$ cat src/rtl/cfs_pkg.sv
package cfs_pkg;

    typedef enum logic [1:0] {
        MODE_SOLO   = 2'd0,
        MODE_LEAD   = 2'd1,
        MODE_FOLLOW = 2'd2
    } slice_mode_e;

    typedef struct packed {
        logic wr;
        logic rd;
    } token_s;

    // mode chosen from the expansion input and first-load pin during reset
    function automatic slice_mode_e mode_of(input logic xi_n, input logic fl_n);
        if (!xi_n)
            return MODE_SOLO;
        else if (!fl_n)
            return MODE_LEAD;
        else
            return MODE_FOLLOW;
    endfunction

    function automatic token_s tokens_at_reset(input slice_mode_e m);
        token_s t;
        t.wr = (m != MODE_FOLLOW);
        t.rd = (m != MODE_FOLLOW);
        return t;
    endfunction

endpackage

$ cat src/rtl/cfs_token_ctl.sv
module cfs_token_ctl
    import cfs_pkg::*;
(
    input  logic   clk,
    input  logic   rst,
    input  logic   xi_n,
    input  logic   fl_n,
    input  logic   wr_wrap,
    input  logic   rd_wrap,
    output token_s tok,
    output logic   solo,
    output logic   next_is_wr
);

    slice_mode_e mode_q;
    token_s      tok_q, tok_d;
    logic        next_wr_q, next_wr_d;

    // token hand-over: release on own wrap, grant on an expansion pulse
    always_comb begin
        tok_d     = tok_q;
        next_wr_d = next_wr_q;
        if (mode_q != MODE_SOLO) begin
            if (wr_wrap)
                tok_d.wr = 1'b0;
            if (rd_wrap)
                tok_d.rd = 1'b0;
            if (!xi_n) begin
                if (next_wr_q)
                    tok_d.wr = 1'b1;
                else
                    tok_d.rd = 1'b1;
                next_wr_d = ~next_wr_q;
            end
        end
    end

    always_ff @(posedge clk) begin
        if (rst) begin
            mode_q    <= mode_of(xi_n, fl_n);
            tok_q     <= tokens_at_reset(mode_of(xi_n, fl_n));
            next_wr_q <= 1'b1;
        end else begin
            tok_q     <= tok_d;
            next_wr_q <= next_wr_d;
        end
    end

    assign tok        = tok_q;
    assign solo       = (mode_q == MODE_SOLO);
    assign next_is_wr = next_wr_q;

endmodule

$ cat src/rtl/cfs_store.sv
module cfs_store #(
    parameter int WIDTH = 9,
    parameter int DEPTH = 16,
    parameter int AW    = 4,
    parameter int CW    = 5
) (
    input  logic             clk,
    input  logic             rst,
    input  logic             wr_fire,
    input  logic             rd_fire,
    input  logic [WIDTH-1:0] wr_word,
    output logic [WIDTH-1:0] rd_word,
    output logic [CW-1:0]    level,
    output logic             wr_at_last,
    output logic             rd_at_last
);

    localparam logic [AW-1:0] LAST = AW'(DEPTH - 1);

    logic [WIDTH-1:0] cells [DEPTH];
    logic [AW-1:0]    wptr, rptr;
    logic [CW-1:0]    level_q;

    for (genvar g = 0; g < DEPTH; g++) begin : g_cell
        always_ff @(posedge clk) begin
            if (wr_fire && (wptr == AW'(g)))
                cells[g] <= wr_word;
        end
    end

    always_ff @(posedge clk) begin
        if (rst) begin
            wptr    <= '0;
            rptr    <= '0;
            level_q <= '0;
        end else begin
            if (wr_fire)
                wptr <= (wptr == LAST) ? '0 : wptr + 1'b1;
            if (rd_fire)
                rptr <= (rptr == LAST) ? '0 : rptr + 1'b1;
            case ({wr_fire, rd_fire})
                2'b10:   level_q <= level_q + 1'b1;
                2'b01:   level_q <= level_q - 1'b1;
                default: level_q <= level_q;
            endcase
        end
    end

    assign rd_word    = cells[rptr];
    assign level      = level_q;
    assign wr_at_last = (wptr == LAST);
    assign rd_at_last = (rptr == LAST);

endmodule

$ cat src/rtl/cfs_port_ctl.sv
module cfs_port_ctl
    import cfs_pkg::*;
#(
    parameter int WIDTH = 9,
    parameter int DEPTH = 16,
    parameter int CW    = 5
) (
    input  logic             rst,
    input  token_s           tok,
    input  logic             solo,
    input  logic             wr_en,
    input  logic             rd_en,
    input  logic [CW-1:0]    level,
    input  logic             wr_at_last,
    input  logic             rd_at_last,
    input  logic [WIDTH-1:0] rd_word,
    output logic             wr_fire,
    output logic             rd_fire,
    output logic             wr_wrap,
    output logic             rd_wrap,
    output logic             full_n,
    output logic             empty_n,
    output logic             exp_out_n,
    output logic [WIDTH-1:0] rd_data,
    output logic             rd_drive
);

    logic has_room, has_data;

    always_comb begin
        has_room  = (level != CW'(DEPTH));
        has_data  = (level != '0);
        wr_fire   = !rst && tok.wr && wr_en && has_room;
        rd_fire   = !rst && tok.rd && rd_en && has_data;
        wr_wrap   = wr_fire && wr_at_last && !solo;
        rd_wrap   = rd_fire && rd_at_last && !solo;
        exp_out_n = !(wr_wrap || rd_wrap);
        full_n    = !(tok.wr && !has_room);
        empty_n   = !(tok.rd && !has_data);
        rd_data   = rd_fire ? rd_word : '0;
        rd_drive  = rd_fire;
    end

endmodule

$ cat src/rtl/cascade_fifo_slice.sv
module cascade_fifo_slice
    import cfs_pkg::*;
#(
    parameter int WIDTH = 9,
    parameter int DEPTH = 16
) (
    input  logic             clk,
    input  logic             rst,
    input  logic             exp_in_n,
    input  logic             first_load_n,
    input  logic             wr_en,
    input  logic [WIDTH-1:0] wr_data,
    input  logic             rd_en,
    output logic [WIDTH-1:0] rd_data,
    output logic             rd_drive,
    output logic             full_n,
    output logic             empty_n,
    output logic             exp_out_n
);

    localparam int AW = (DEPTH > 1) ? $clog2(DEPTH) : 1;
    localparam int CW = $clog2(DEPTH + 1);

    token_s           tok;
    logic             solo, next_wr;
    logic             wr_fire, rd_fire, wr_wrap, rd_wrap;
    logic             wr_at_last, rd_at_last;
    logic [CW-1:0]    level;
    logic [WIDTH-1:0] rd_word;

    cfs_token_ctl u_tok (
        .clk        (clk),
        .rst        (rst),
        .xi_n       (exp_in_n),
        .fl_n       (first_load_n),
        .wr_wrap    (wr_wrap),
        .rd_wrap    (rd_wrap),
        .tok        (tok),
        .solo       (solo),
        .next_is_wr (next_wr)
    );

    cfs_store #(
        .WIDTH (WIDTH),
        .DEPTH (DEPTH),
        .AW    (AW),
        .CW    (CW)
    ) u_store (
        .clk        (clk),
        .rst        (rst),
        .wr_fire    (wr_fire),
        .rd_fire    (rd_fire),
        .wr_word    (wr_data),
        .rd_word    (rd_word),
        .level      (level),
        .wr_at_last (wr_at_last),
        .rd_at_last (rd_at_last)
    );

    cfs_port_ctl #(
        .WIDTH (WIDTH),
        .DEPTH (DEPTH),
        .CW    (CW)
    ) u_port (
        .rst        (rst),
        .tok        (tok),
        .solo       (solo),
        .wr_en      (wr_en),
        .rd_en      (rd_en),
        .level      (level),
        .wr_at_last (wr_at_last),
        .rd_at_last (rd_at_last),
        .rd_word    (rd_word),
        .wr_fire    (wr_fire),
        .rd_fire    (rd_fire),
        .wr_wrap    (wr_wrap),
        .rd_wrap    (rd_wrap),
        .full_n     (full_n),
        .empty_n    (empty_n),
        .exp_out_n  (exp_out_n),
        .rd_data    (rd_data),
        .rd_drive   (rd_drive)
    );

endmodule

$ cat config.mk
export PLATFORM = sky130hd
export DESIGN_NAME = cascade_fifo_slice
export DESIGN_NICKNAME = d
export VERILOG_FILES = /design/src/rtl/cfs_pkg.sv /design/src/rtl/cfs_token_ctl.sv /design/src/rtl/cfs_store.sv /design/src/rtl/cfs_port_ctl.sv /design/src/rtl/cascade_fifo_slice.sv
export SDC_FILE = /design/constraint.sdc
export NUM_CORES = 1
export LEC_CHECK = 0
export ABC_AREA = 0
export BUFFER_PORTS_ARGS = -buffer_cell sky130_fd_sc_hd__buf_2
export CAP_MARGIN = 40
export CORE_AREA = 2 2 115 117
export DETAILED_ROUTE_END_ITERATION = 12
export DIE_AREA = 0 0 117 119
export GPL_TIMING_DRIVEN = 0
export PLACE_DENSITY = 0.73
export REMOVE_ABC_BUFFERS = 1
export SETUP_SLACK_MARGIN = 0.05
export SLEW_MARGIN = 20
export SYNTH_ARGS = -nofsm -noshare
export SYNTH_HDL_FRONTEND = slang
export SYNTH_SLANG_ARGS = --single-unit
$ cat constraint.sdc
create_clock -name clk -period 2.7 [get_ports clk]
set_input_delay 0.54 -clock clk [delete_from_list [all_inputs] [get_ports clk]]
set_output_delay 0.54 -clock clk [all_outputs]
set_load 0.02 [all_outputs]
==> impl_metrics.py <==
metrics = {
    "outcome": {
        "status": "finished with violations",
        "violations": "negative setup slack",
    },
    "die": {
        "die_w_um": 117,
        "die_h_um": 119,
        "die_area_um2": 13900,
        "io_pins": 28,
        "core_um2": 12900,
        "start_util_pct": 52.7,
        "num_rows": 42,
    },
    "placed_design": {
        "gp_congestion": 0.792,
        "post-place-cells": 580,
        "preCtsSetupSlack_ns": -0.478,
        "dp_hpwl_mm": 8.29,
        "portBuffers": 27,
    },
    "routing": {
        "wl_per_cell_um": 22.0,
        "drc": 0,
        "drt_pass1_iterations": 4,
        "viasPerCell": 5.90,
        "vias": 3722,
        "postRouteAntennaNets": 0,
        "drt-total-wl_mm": 13.9,
        "drtIter0Drc": 324,
    },
    "sta": {
        "layout_setup_ws_ns": -0.0171,
        "final-setup-viol-count": 4,
        "tightest_slew_ns": 0.530,
        "rsz0062_at_grt": "true",
        "max_slew_margin_pct": 64.5,
        "min_period_over_period_pct": 101,
        "finalHoldViolCount": 0,
        "finClkSkew_ns": 0.00441,
        "max_freq_ghz": 0.368,
        "period_needed_ns": 2.72,
        "slew_violations": 0,
    },
    "finish": {
        "drive_gt1_share_pct": 38.7,
        "nets": 467,
        "diodes": 0,
        "final_cells": 631,
        "syn_to_final_growth_pct": 24.1,
    },
    "global_route": {
        "grt_max_degree": 22,
        "gr-total-overflow": 0,
        "grt_pass1_wl_mm": 20.7,
        "track_usage_pct": 21.1,
        "grt_pass1_vias": 3665,
        "antenna_found_initial": 0,
    },
    "clock_network": {
        "cts_tree": "done",
        "clk_latency_ns": 0.42,
        "cts_inserted_buffers": 17,
        "clockBufferDepth": 2,
        "cts_sinks": 166,
        "htree_num_levels": 4,
        "hold_buffers": 0,
        "cts-root-buf": "clkbuf_16",
        "path_clk_slew_ns": 0.06,
    },
    "yosys": {
        "postSynth.asyncResetShare_pct": 0,
        "synth_edf_count": 148,
        "synth_most_common_cell": "edfxtp_1",
        "synth_cell_types": 48,
        "synthCells": 379,
        "synth_top_area_share_pct": 65.6,
        "yosys_warnings": 0,
        "netlist_area_um2": 6780,
        "synth_largest_area_cell": "edfxtp_1",
        "synth.area.top_cells": "edfxtp_1, mux4_2, dfxtp_1, mux2i_1, ha_1",
        "synthTopCellsByCount": "edfxtp_1, mux4_2, mux2i_1",
        "synth_area_per_cell_um2": 17.9,
        "synth_ff_type": "edfxtp_1",
        "ys_seq_area_share_pct": 70.9,
        "ys_seq_elements": 166,
    },
    "power_and_ir_drop": {
        "cellPowerDensity_nw_per_um2": 683,
        "ir_drop_uv": 348,
        "power.leakage_nw": 2.76,
    },
    "job": {
        "maxCapViolCount": 0,
    },
    "critical_path": {
        "crit_type": "flip-flop to primary output",
        "end_kind": "primary output",
        "crit_required_ns": 2.16,
        "crit_arrival_ns": 2.18,
        "cp_max_fo": 6,
        "start_kind": "flip-flop",
    },
    "min_path": {
        "hold_path_class": "primary input to flip-flop",
    },
}
-- sequential cells by signal, summed over array words and instances, names as in the netlist, named ones only --
name	flops
u_tok.next_is_wr	1
u_store.wptr	4
u_store.rptr	4
u_tok.mode_q	2
u_tok.tok	2
u_store.cells	144
u_store.level	5
-- kinds of logic after synthesis --
family                     share of synthesized area [%]
and+or+nand+nor                                     5.89
xor gates and xnor gates                           0.388
adders and majority gates                           1.66
DFF                                                 70.9
buffers and inverters                               1.99
AOI/OAI and AO/OA                                   3.84
muxes                                               15.4
-- path summary, 6_finish.rpt --
check | from | slack, ns | end | cells past startpoint
max | u_store.level[2] | -0.02 | rd_data[8] | 7
min | first_load_n | 0.41 | u_tok.mode_q[0] | 2
max reg2reg | u_store.level[2] | 0.04 | u_store.level[4] | 10
min reg2reg | u_store.rptr[1] | 0.52 | u_store.rptr[1] | 2
-- metrics by stage --
step | power (mW) | setup TNS, ns | util (%) | hold WS (ns) | instance area [um2]
3_5_place_dp | 3.08 | -0.990 | 56.2 | 0.505 | 7230
3_3_place_gp | 3.07 | -35.44 | 54.6 | 0.490 | 7030
5_1_grt | 5.90 | -0.440 | 65.4 | 0.393 | 8420
6_report | 5.75 | -0.0334 | 65.4 | 0.410 | 8420
2_1_floorplan | 3.00 | -3.75 | - | 0.470 | 6680
4_1_cts | 5.76 | -0.183 | 64.2 | 0.388 | 8270
-- report_power, final --
group          internal [mW]  switching (mW)
Clock                   1.72           0.950
Combinational         0.0905           0.139
Sequential              2.82          0.0229
-- critical path, cell delays in order (launching register included) --
cell and delay [ns]:
dfxtp_4 0.36, or4_4 0.54, o211ai_4 0.22, buf_12 0.15
inv_8 0.05, nand2b_4 0.17, o22ai_4 0.11, buf_6 0.14
-- placed cells by master, fill, tap and decap left out, types with 3 or more instances in the layout --
master,n
dfxtp_2,3
o21ai_0,4
nor2_1,18
nand4_1,3
buf_16,5
ha_1,6
nand2_1,20
dfxtp_4,4
nand3b_1,3
mux2i_4,5
nor2b_1,3
or3_1,3
edfxtp_1,148
bufinv_16,6
buf_2,21
mux4_2,36
clkbuf_16,17
clkinv_2,3
o22ai_4,5
mux2i_1,14
o22ai_2,4
buf_6,6
nand2b_1,5
mux2i_2,4
dfxtp_1,11
a21oi_1,6
nand3_1,8
buf_4,30
inv_1,6
nor3_2,4
-- final cells by class --
cell class | count | area [um2]
multi-input combinational | 186 | 2110
tap | 176 | 220
timing repair buffer | 64 | 571
fill | 845 | 4460
clock inverter | 14 | 231
sequential | 166 | 4820
clock buffer | 17 | 425
inverter | 8 | 37.5
-- layer usage --
metal / up-vias / track usage, % / wire [um] / part of all wire (%)
met5: - / 0 / 0 / 0
met4: 0 / 7.87 / 265 / 1.9
met3: 24 / 5.19 / 795 / 5.7
met2: 140 / 33.1 / 6930 / 50
met1: 1898 / 28.8 / 5890 / 42
li1: 1660 / - / - / -
-- repair_timing --
item	CTS	global route
buffers inserted	13	3
resized for setup	49	18
pin swaps	14	7
hold endpoints to repair	0	0
cloned	3	0
endpoints found under the setup margin	12	11
(Power assumes the default switching activity.)
